File: config.mk
export PLATFORM = sky130hd
export DESIGN_NAME = fracn_clkdiv
export DESIGN_NICKNAME = d
export VERILOG_FILES = /design/src/rtl/fracn_pkg.sv /design/src/rtl/fd_phase_acc.sv /design/src/rtl/fd_period_ctr.sv /design/src/rtl/fd_square.sv /design/src/rtl/fracn_clkdiv.sv
export SDC_FILE = /design/constraint.sdc
export NUM_CORES = 1
export LEC_CHECK = 0
export CORE_MARGIN = 3
export CORE_UTILIZATION = 52
export CTS_CLUSTER_SIZE = 8
export DETAILED_ROUTE_END_ITERATION = 12
export PLACE_DENSITY = 0.88
export SETUP_SLACK_MARGIN = 0.05
export SYNTH_ARGS = -nofsm -noshare
export SYNTH_HDL_FRONTEND = slang
export SYNTH_SLANG_ARGS = --single-unit
export TNS_END_PERCENT = 50
File: constraint.sdc
create_clock -name clk -period 4.5 [get_ports clk]
set_clock_uncertainty 0.2 [all_clocks]
set_input_delay 0.45 -clock clk [delete_from_list [all_inputs] [get_ports clk]]
set_output_delay 0.45 -clock clk [all_outputs]
set_load 0.005 [all_outputs]
File: src/rtl/fracn_pkg.sv
package fracn_pkg;
  // Smallest divisor the period counter can run with: one pulse cycle
  // plus at least one idle cycle.
  localparam int unsigned MIN_DIV = 2;
  // Phase accumulator width fixed by the fractional step word.
  localparam int unsigned FRAC_W  = 16;
endpackage

File: src/rtl/fd_phase_acc.sv
module fd_phase_acc #(
  parameter int FW = 16
) (
  input  logic          clk,
  input  logic          srst,
  input  logic          step,
  input  logic [FW-1:0] inc,
  output logic          carry
);
  logic [FW-1:0] acc_q;
  logic [FW:0]   sum;

  // The carry out of this addition decides whether the period
  // starting now is stretched by one cycle.
  assign sum   = {1'b0, acc_q} + {1'b0, inc};
  assign carry = sum[FW];

  always_ff @(posedge clk) begin
    if (srst)      acc_q <= '0;
    else if (step) acc_q <= sum[FW-1:0];
  end

  // Between period starts the phase must not move.
  AST_ACC_HOLD: assert property (@(posedge clk) disable iff (srst)
    !step |=> $stable(acc_q));
endmodule

File: src/rtl/fd_period_ctr.sv
module fd_period_ctr #(
  parameter int LW = 9
) (
  input  logic          clk,
  input  logic          srst,
  input  logic [LW-1:0] rst_len,
  input  logic [LW-1:0] load_len,
  output logic          start,
  output logic [LW-1:0] rem
);
  // rem holds the number of cycles left in the current period,
  // counting the present one; the last cycle launches the next period.
  assign start = (rem == LW'(1));

  always_ff @(posedge clk) begin
    if (srst)       rem <= rst_len;
    else if (start) rem <= load_len;
    else            rem <= rem - LW'(1);
  end

  AST_REM_NONZERO: assert property (@(posedge clk) disable iff (srst)
    rem != '0);
  AST_REM_COUNTDOWN: assert property (@(posedge clk) disable iff (srst)
    !start |=> rem == $past(rem) - LW'(1));
  AST_LEN_FLOOR: assert property (@(posedge clk) disable iff (srst)
    start |=> rem >= LW'(2));
endmodule

File: src/rtl/fd_square.sv
module fd_square #(
  parameter int LW = 9
) (
  input  logic          clk,
  input  logic          srst,
  input  logic          start,
  input  logic [LW-1:0] len,
  input  logic [LW-1:0] rem,
  output logic          sq
);
  // thr_q = L - floor(L/2). While the remaining count after this cycle
  // stays above it, the period is still in its first half.
  logic [LW-1:0] thr_q;

  always_ff @(posedge clk) begin
    if (srst) begin
      thr_q <= '1;
      sq    <= 1'b0;
    end else if (start) begin
      thr_q <= len - (len >> 1);
      sq    <= 1'b1;
    end else begin
      sq    <= (rem - LW'(1)) > thr_q;
    end
  end

  AST_SQ_HIGH_AT_START: assert property (@(posedge clk) disable iff (srst)
    start |=> sq);
endmodule

File: src/rtl/fracn_clkdiv.sv
module fracn_clkdiv
  import fracn_pkg::*;
#(
  parameter int NW = 8,
  parameter int FW = FRAC_W
) (
  input  logic          clk,
  input  logic          srst,
  input  logic [NW-1:0] div_n,
  input  logic [FW-1:0] frac_step,
  output logic          pulse_o,
  output logic          square_o
);
  localparam int LW = NW + 1;

  logic [NW-1:0] n_eff;
  logic          carry;
  logic          start;
  logic [LW-1:0] next_len;
  logic [LW-1:0] rem;

  assign n_eff    = (div_n < NW'(MIN_DIV)) ? NW'(MIN_DIV) : div_n;
  assign next_len = {1'b0, n_eff} + LW'(carry);

  fd_phase_acc #(.FW(FW)) u_acc (
    .clk   (clk),
    .srst  (srst),
    .step  (start),
    .inc   (frac_step),
    .carry (carry)
  );

  fd_period_ctr #(.LW(LW)) u_ctr (
    .clk      (clk),
    .srst     (srst),
    .rst_len  ({1'b0, n_eff}),
    .load_len (next_len),
    .start    (start),
    .rem      (rem)
  );

  fd_square #(.LW(LW)) u_sq (
    .clk   (clk),
    .srst  (srst),
    .start (start),
    .len   (next_len),
    .rem   (rem),
    .sq    (square_o)
  );

  always_ff @(posedge clk) begin
    if (srst) pulse_o <= 1'b0;
    else      pulse_o <= start;
  end

  AST_PULSE_SINGLE: assert property (@(posedge clk) disable iff (srst)
    pulse_o |=> !pulse_o);
  AST_SQ_RISE_ON_PULSE: assert property (@(posedge clk) disable iff (srst)
    $rose(square_o) |-> pulse_o);
  AST_PULSE_FROM_COUNTER: assert property (@(posedge clk) disable iff (srst)
    start |=> pulse_o);
endmodule

==> results of run 1 <==
report_power, final:
group | switching [mW] | internal [mW] | total [mW]
Sequential | 0.0109 | 0.332 | 0.343
Clock | 0.118 | 0.125 | 0.243
Combinational | 0.129 | 0.122 | 0.251
sequential cells by signal, indices dropped and copies added, names as in the netlist:
register / count
u_ctr.rem: 9
pulse_o: 1
u_sq.sq: 1
u_acc.acc_q: 16
u_sq.thr_q: 9
routing by layer:
metal | global-route usage | wire, um
met2 | 0.470 | 4240
met5 | 0 | 0
met4 | 0.103 | 232
met1 | 0.310 | 3310
met3 | 0.0599 | 429
worst max path at each step:
stage               cells after the start             to  slack, ps      startpoint
finish                                 21  u_sq.thr_q[8]        110  u_acc.acc_q[0]
global route                           21  u_sq.thr_q[8]        -30  u_acc.acc_q[0]
CTS                                    21  u_sq.thr_q[8]         80    frac_step[2]
detailed placement                     22  u_sq.thr_q[8]       -640    frac_step[0]
global placement                       22  u_sq.thr_q[8]       -420    frac_step[0]
floorplan                              22  u_sq.thr_q[8]         60    frac_step[0]
through the flow:
stage / instances / cell area [um^2] / TNS (ps) / util / total power, mW
finish: 521 / 3880 / 0 / 0.736 / 0.836
global placement: 505 / 3650 / -1400 / 0.692 / 0.566
CTS: 519 / 3820 / 0 / 0.726 / 0.822
detailed placement: 505 / 3650 / -2300 / 0.692 / 0.576
floorplan: 374 / 2990 / 0 / - / 0.485
global route: 521 / 3880 / -33.7 / 0.736 / 0.881
repair_timing:
action                                  CTS  global route
hold buffers                              0             0
endpoints found under the setup margin    5             3
setup buffers                             6             2
resized for setup                        11            11
pin swaps                                14            15
layout make-up:
| type | count | area [um^2] |
|---|---|---|
| Tap cell | 70 | 87.6 |
| Timing Repair Buffer | 84 | 692 |
| Inverter | 24 | 90.1 |
| Fill cell | 385 | 1390 |
| Sequential cell | 36 | 722 |
| Multi-Input combinational cell | 299 | 2200 |
| Clock buffer | 8 | 90.1 |
logic make-up (layout without fill, tap and decap cells):
logic type / Yosys count / after routing / synth area share
xor gates and xnor gates: 26 / 26 / 0.0934
and+or+nand+nor: 130 / 130 / 0.216
DFF: 36 / 36 / 0.247
muxes: 3 / 3 / 0.0111
adders and majority gates: 37 / 37 / 0.161
buffers and inverters: 39 / 116 / 0.0544
AOI/OAI and AO/OA: 103 / 103 / 0.218
cell usage in the layout (no fill, tap or decap), types with 2 or more instances in the layout:
cell type        count
a211oi_1             3
a21o_1               2
a21oi_1             33
a21oi_2              4
a31oi_1              2
a32oi_1              2
and4_1               2
buf_4               57
clkbuf_1             2
clkbuf_8             6
clkdlybuf4s50_1     25
dfxtp_1             35
ha_1                29
ha_4                 5
inv_1               22
inv_2                2
mux2_2               2
nand2_1             46
nand2b_1             6
nand3_1             17
nand4_1              3
nor2_1              27
nor2b_1              4
nor3_1               5
nor4_1               3
nor4b_1              3
o211ai_1             6
o21ai_0             26
o21ai_2              2
o21bai_1             2
o31ai_1              2
or3_1                4
xnor2_1             15
xnor2_4              2
xor2_1               7
tightest hold or removal path, cell delays in order (launching register included):
cell     delay, ps
dfxtp_1        310
nand2_1         50
a21oi_1         50
Yosys cell counts, drive strengths merged, types with 2 or more instances:
| master | n | area (um^2) |
|---|---|---|
| nand4 | 3 | 18.8 |
| a31oi | 2 | 12.5 |
| buf | 4 | 27.5 |
| o31ai | 2 | 15.0 |
| ha | 35 | 438 |
| nand2 | 47 | 176 |
| nor2 | 27 | 101 |
| nand2b | 6 | 37.5 |
| a21o | 2 | 15.0 |
| a21oi | 38 | 194 |
| xnor2 | 17 | 175 |
| o22ai | 2 | 12.5 |
| nor4b | 3 | 26.3 |
| o21bai | 2 | 15.0 |
| dfxtp | 36 | 721 |
| inv | 24 | 90.1 |
| mux2 | 2 | 22.5 |
| and4 | 3 | 28.8 |
| nand3 | 18 | 90.1 |
| a32oi | 2 | 17.5 |
| nor4 | 3 | 18.8 |
| nor3 | 5 | 25.0 |
| o211ai | 6 | 45.0 |
| a211oi | 4 | 30.0 |
| nor2b | 4 | 25.0 |
| clkbuf | 11 | 41.3 |
| xor2 | 9 | 97.6 |
| o21ai | 29 | 145 |
| or3 | 5 | 31.3 |
==> summary.md, run 1 <==
| Metric | Value |
|---|---|
| Status | `finished clean` |
| Final WL | `8220 um` |
| R2r setup slk | `110 ps` |
| Area grow syn2layout | `32.8%` |
| Worst hold path depth | `2` |
| Total CTS buffers | `5` |
| Ys Warns | `0` |
| Layout cells sized above 1 | `0.217` |
| N_diodes | `0` |
| Final nets | `512` |
| Min Tclk post-route | `4390 ps` |
| Final HPWL DP | `5820 um` |
| Crit share post-route | `0.975` |
| Max_cap viols | `0` |
| CP cell instances | `ha_4 > fa_2 > a21oi_2 > o22ai_2 > o211a_1 > a211oi_2 > o21ai_2 > nand3_1 > nand2_2 > ha_4 > ha_4 > xnor2_4 > xor2_1 > ha_2 > a21oi_2 > nor2_1 > o32a_1 > nand2_1 > a21boi_1 > or3_1 > a32oi_1` |
| Port-buffer cells | `27` |
| 1st-iter DRT viols | `307` |
| Detail Route Antenna Nets | `0` |
| Cell variety after synth | `61` |
| WP buf/inv | `0` |
| Slew @ Worst Pin | `649 ps` |
| Core area | `0.00527 mm^2` |
| Mapped Nets | `436` |
| Wire per inst | `15.8 um` |
| Detailed Routing Iterations Pass 1 | `5` |
| Max IR drop VDD | `0.147 mV` |
| Vias | `3099` |
| Final setup viols | `0` |
| Post-Syn Area per Cell | `7.81 um^2` |
| Slew margin rel. | `0.564` |
| Start point of the worst hold path | `u_acc.acc_q[9]` |
| Worst hold path class | `reg2reg` |
| Starting utilization of the core area | `0.554` |
| Cell row count | `26` |
| Global-route wire length before repair | `13800 um` |
| Root Driver | `clkbuf_8` |
| Clk Latency, worst-skew pair | `290 ps` |
| Die H | `80.9 um` |
| Final hold violations | `0` |
| Crit path max fanout | `4` |
| Clock sinks | `36` |
| Reg2Reg Depth | `21` |
| Max Transition Viols Final | `0` |
| Critical setup path kind | `reg2reg` |
| Final worst slack | `110 ps` |
| WP data arrival | `4410 ps` |
| Final estimated routing congestion in global placement | `0.929` |
| Vias in the first global route | `3106` |
| Worst-case hold path end point | `u_acc.acc_q[9]` |
| H-tree Lvls | `2` |
| Pwr/cell area | `216 mW/mm^2` |
| Post-synth EDFFs | `0` |
| Most used cell, CP | `ha_4` |
| Startpoint types | `flip-flop` |
| Clock buffer depth | `2` |
| GR Overflow Total | `0` |
| Drc violations | `0` |
| RSZ-0062 raised after global routing | `true` |
| Io pins | `28` |
| FMAX | `228 MHz` |
| Post-Syn Instances | `374` |
| Chip Width | `80.9 um` |
| Highest-delay cell along the critical path | `fa_2` |
| Largest net degree at the start of global routing | `31` |
| Pre-CTS setup slack | `-641 ps` |
| Worst-path clk slew | `70 ps` |
| Hold WS | `266 ps` |
| Lkg Pwr | `1.70 nW` |
| Die area | `0.00655 mm^2` |
| Crit-path max cell delay | `400 ps` |
| Worst EP required | `4520 ps` |
| Asr flop ratio synth | `0` |
| Overall Global Routing Usage | `0.266` |
| Launch point of the worst reg-to-reg path | `u_acc.acc_q[0]` |
| Vias per cell | `5.95` |
| Sequential element share of the synthesized area | `0.247` |
| Post-Syn Area | `0.00292 mm^2` |
| Flops & latches, synth | `36` |
| Initial antenna violation count | `0` |
| Critical path capture point type | `flip-flop` |
| Post-synth top flop | `dfxtp_1` |
| Cell family with most CP delay | `compound AO/OA/AOI/OAI gates` |
| Worst R2R End | `u_sq.thr_q[8]` |
| CTS tree | `built` |
Note: power is estimated with default switching activity, not from simulation.
==> inputs of run 2 (changes only) <==
--- a/config.mk
+++ b/config.mk
@@ -5,6 +5,7 @@
 export SDC_FILE = /design/constraint.sdc
 export NUM_CORES = 1
 export LEC_CHECK = 0
+export CAP_MARGIN = 20
 export CORE_MARGIN = 3
 export CORE_UTILIZATION = 52
 export CTS_CLUSTER_SIZE = 8
@@ -14,4 +15,4 @@
 export SYNTH_ARGS = -nofsm -noshare
 export SYNTH_HDL_FRONTEND = slang
 export SYNTH_SLANG_ARGS = --single-unit
-export TNS_END_PERCENT = 50
+export TNS_END_PERCENT = 20
==> results of run 2 <==
The final DEF is identical to that of run 1; final timing and power are the same.
==> inputs of run 3 (changes only) <==
--- a/config.mk
+++ b/config.mk
@@ -12,6 +12,7 @@
 export DETAILED_ROUTE_END_ITERATION = 12
 export PLACE_DENSITY = 0.88
 export SETUP_SLACK_MARGIN = 0.05
+export SLEW_MARGIN = 25
 export SYNTH_ARGS = -nofsm -noshare
 export SYNTH_HDL_FRONTEND = slang
 export SYNTH_SLANG_ARGS = --single-unit
==> results of run 3 <==
The final DEF is identical to that of run 1; final timing and power are the same.
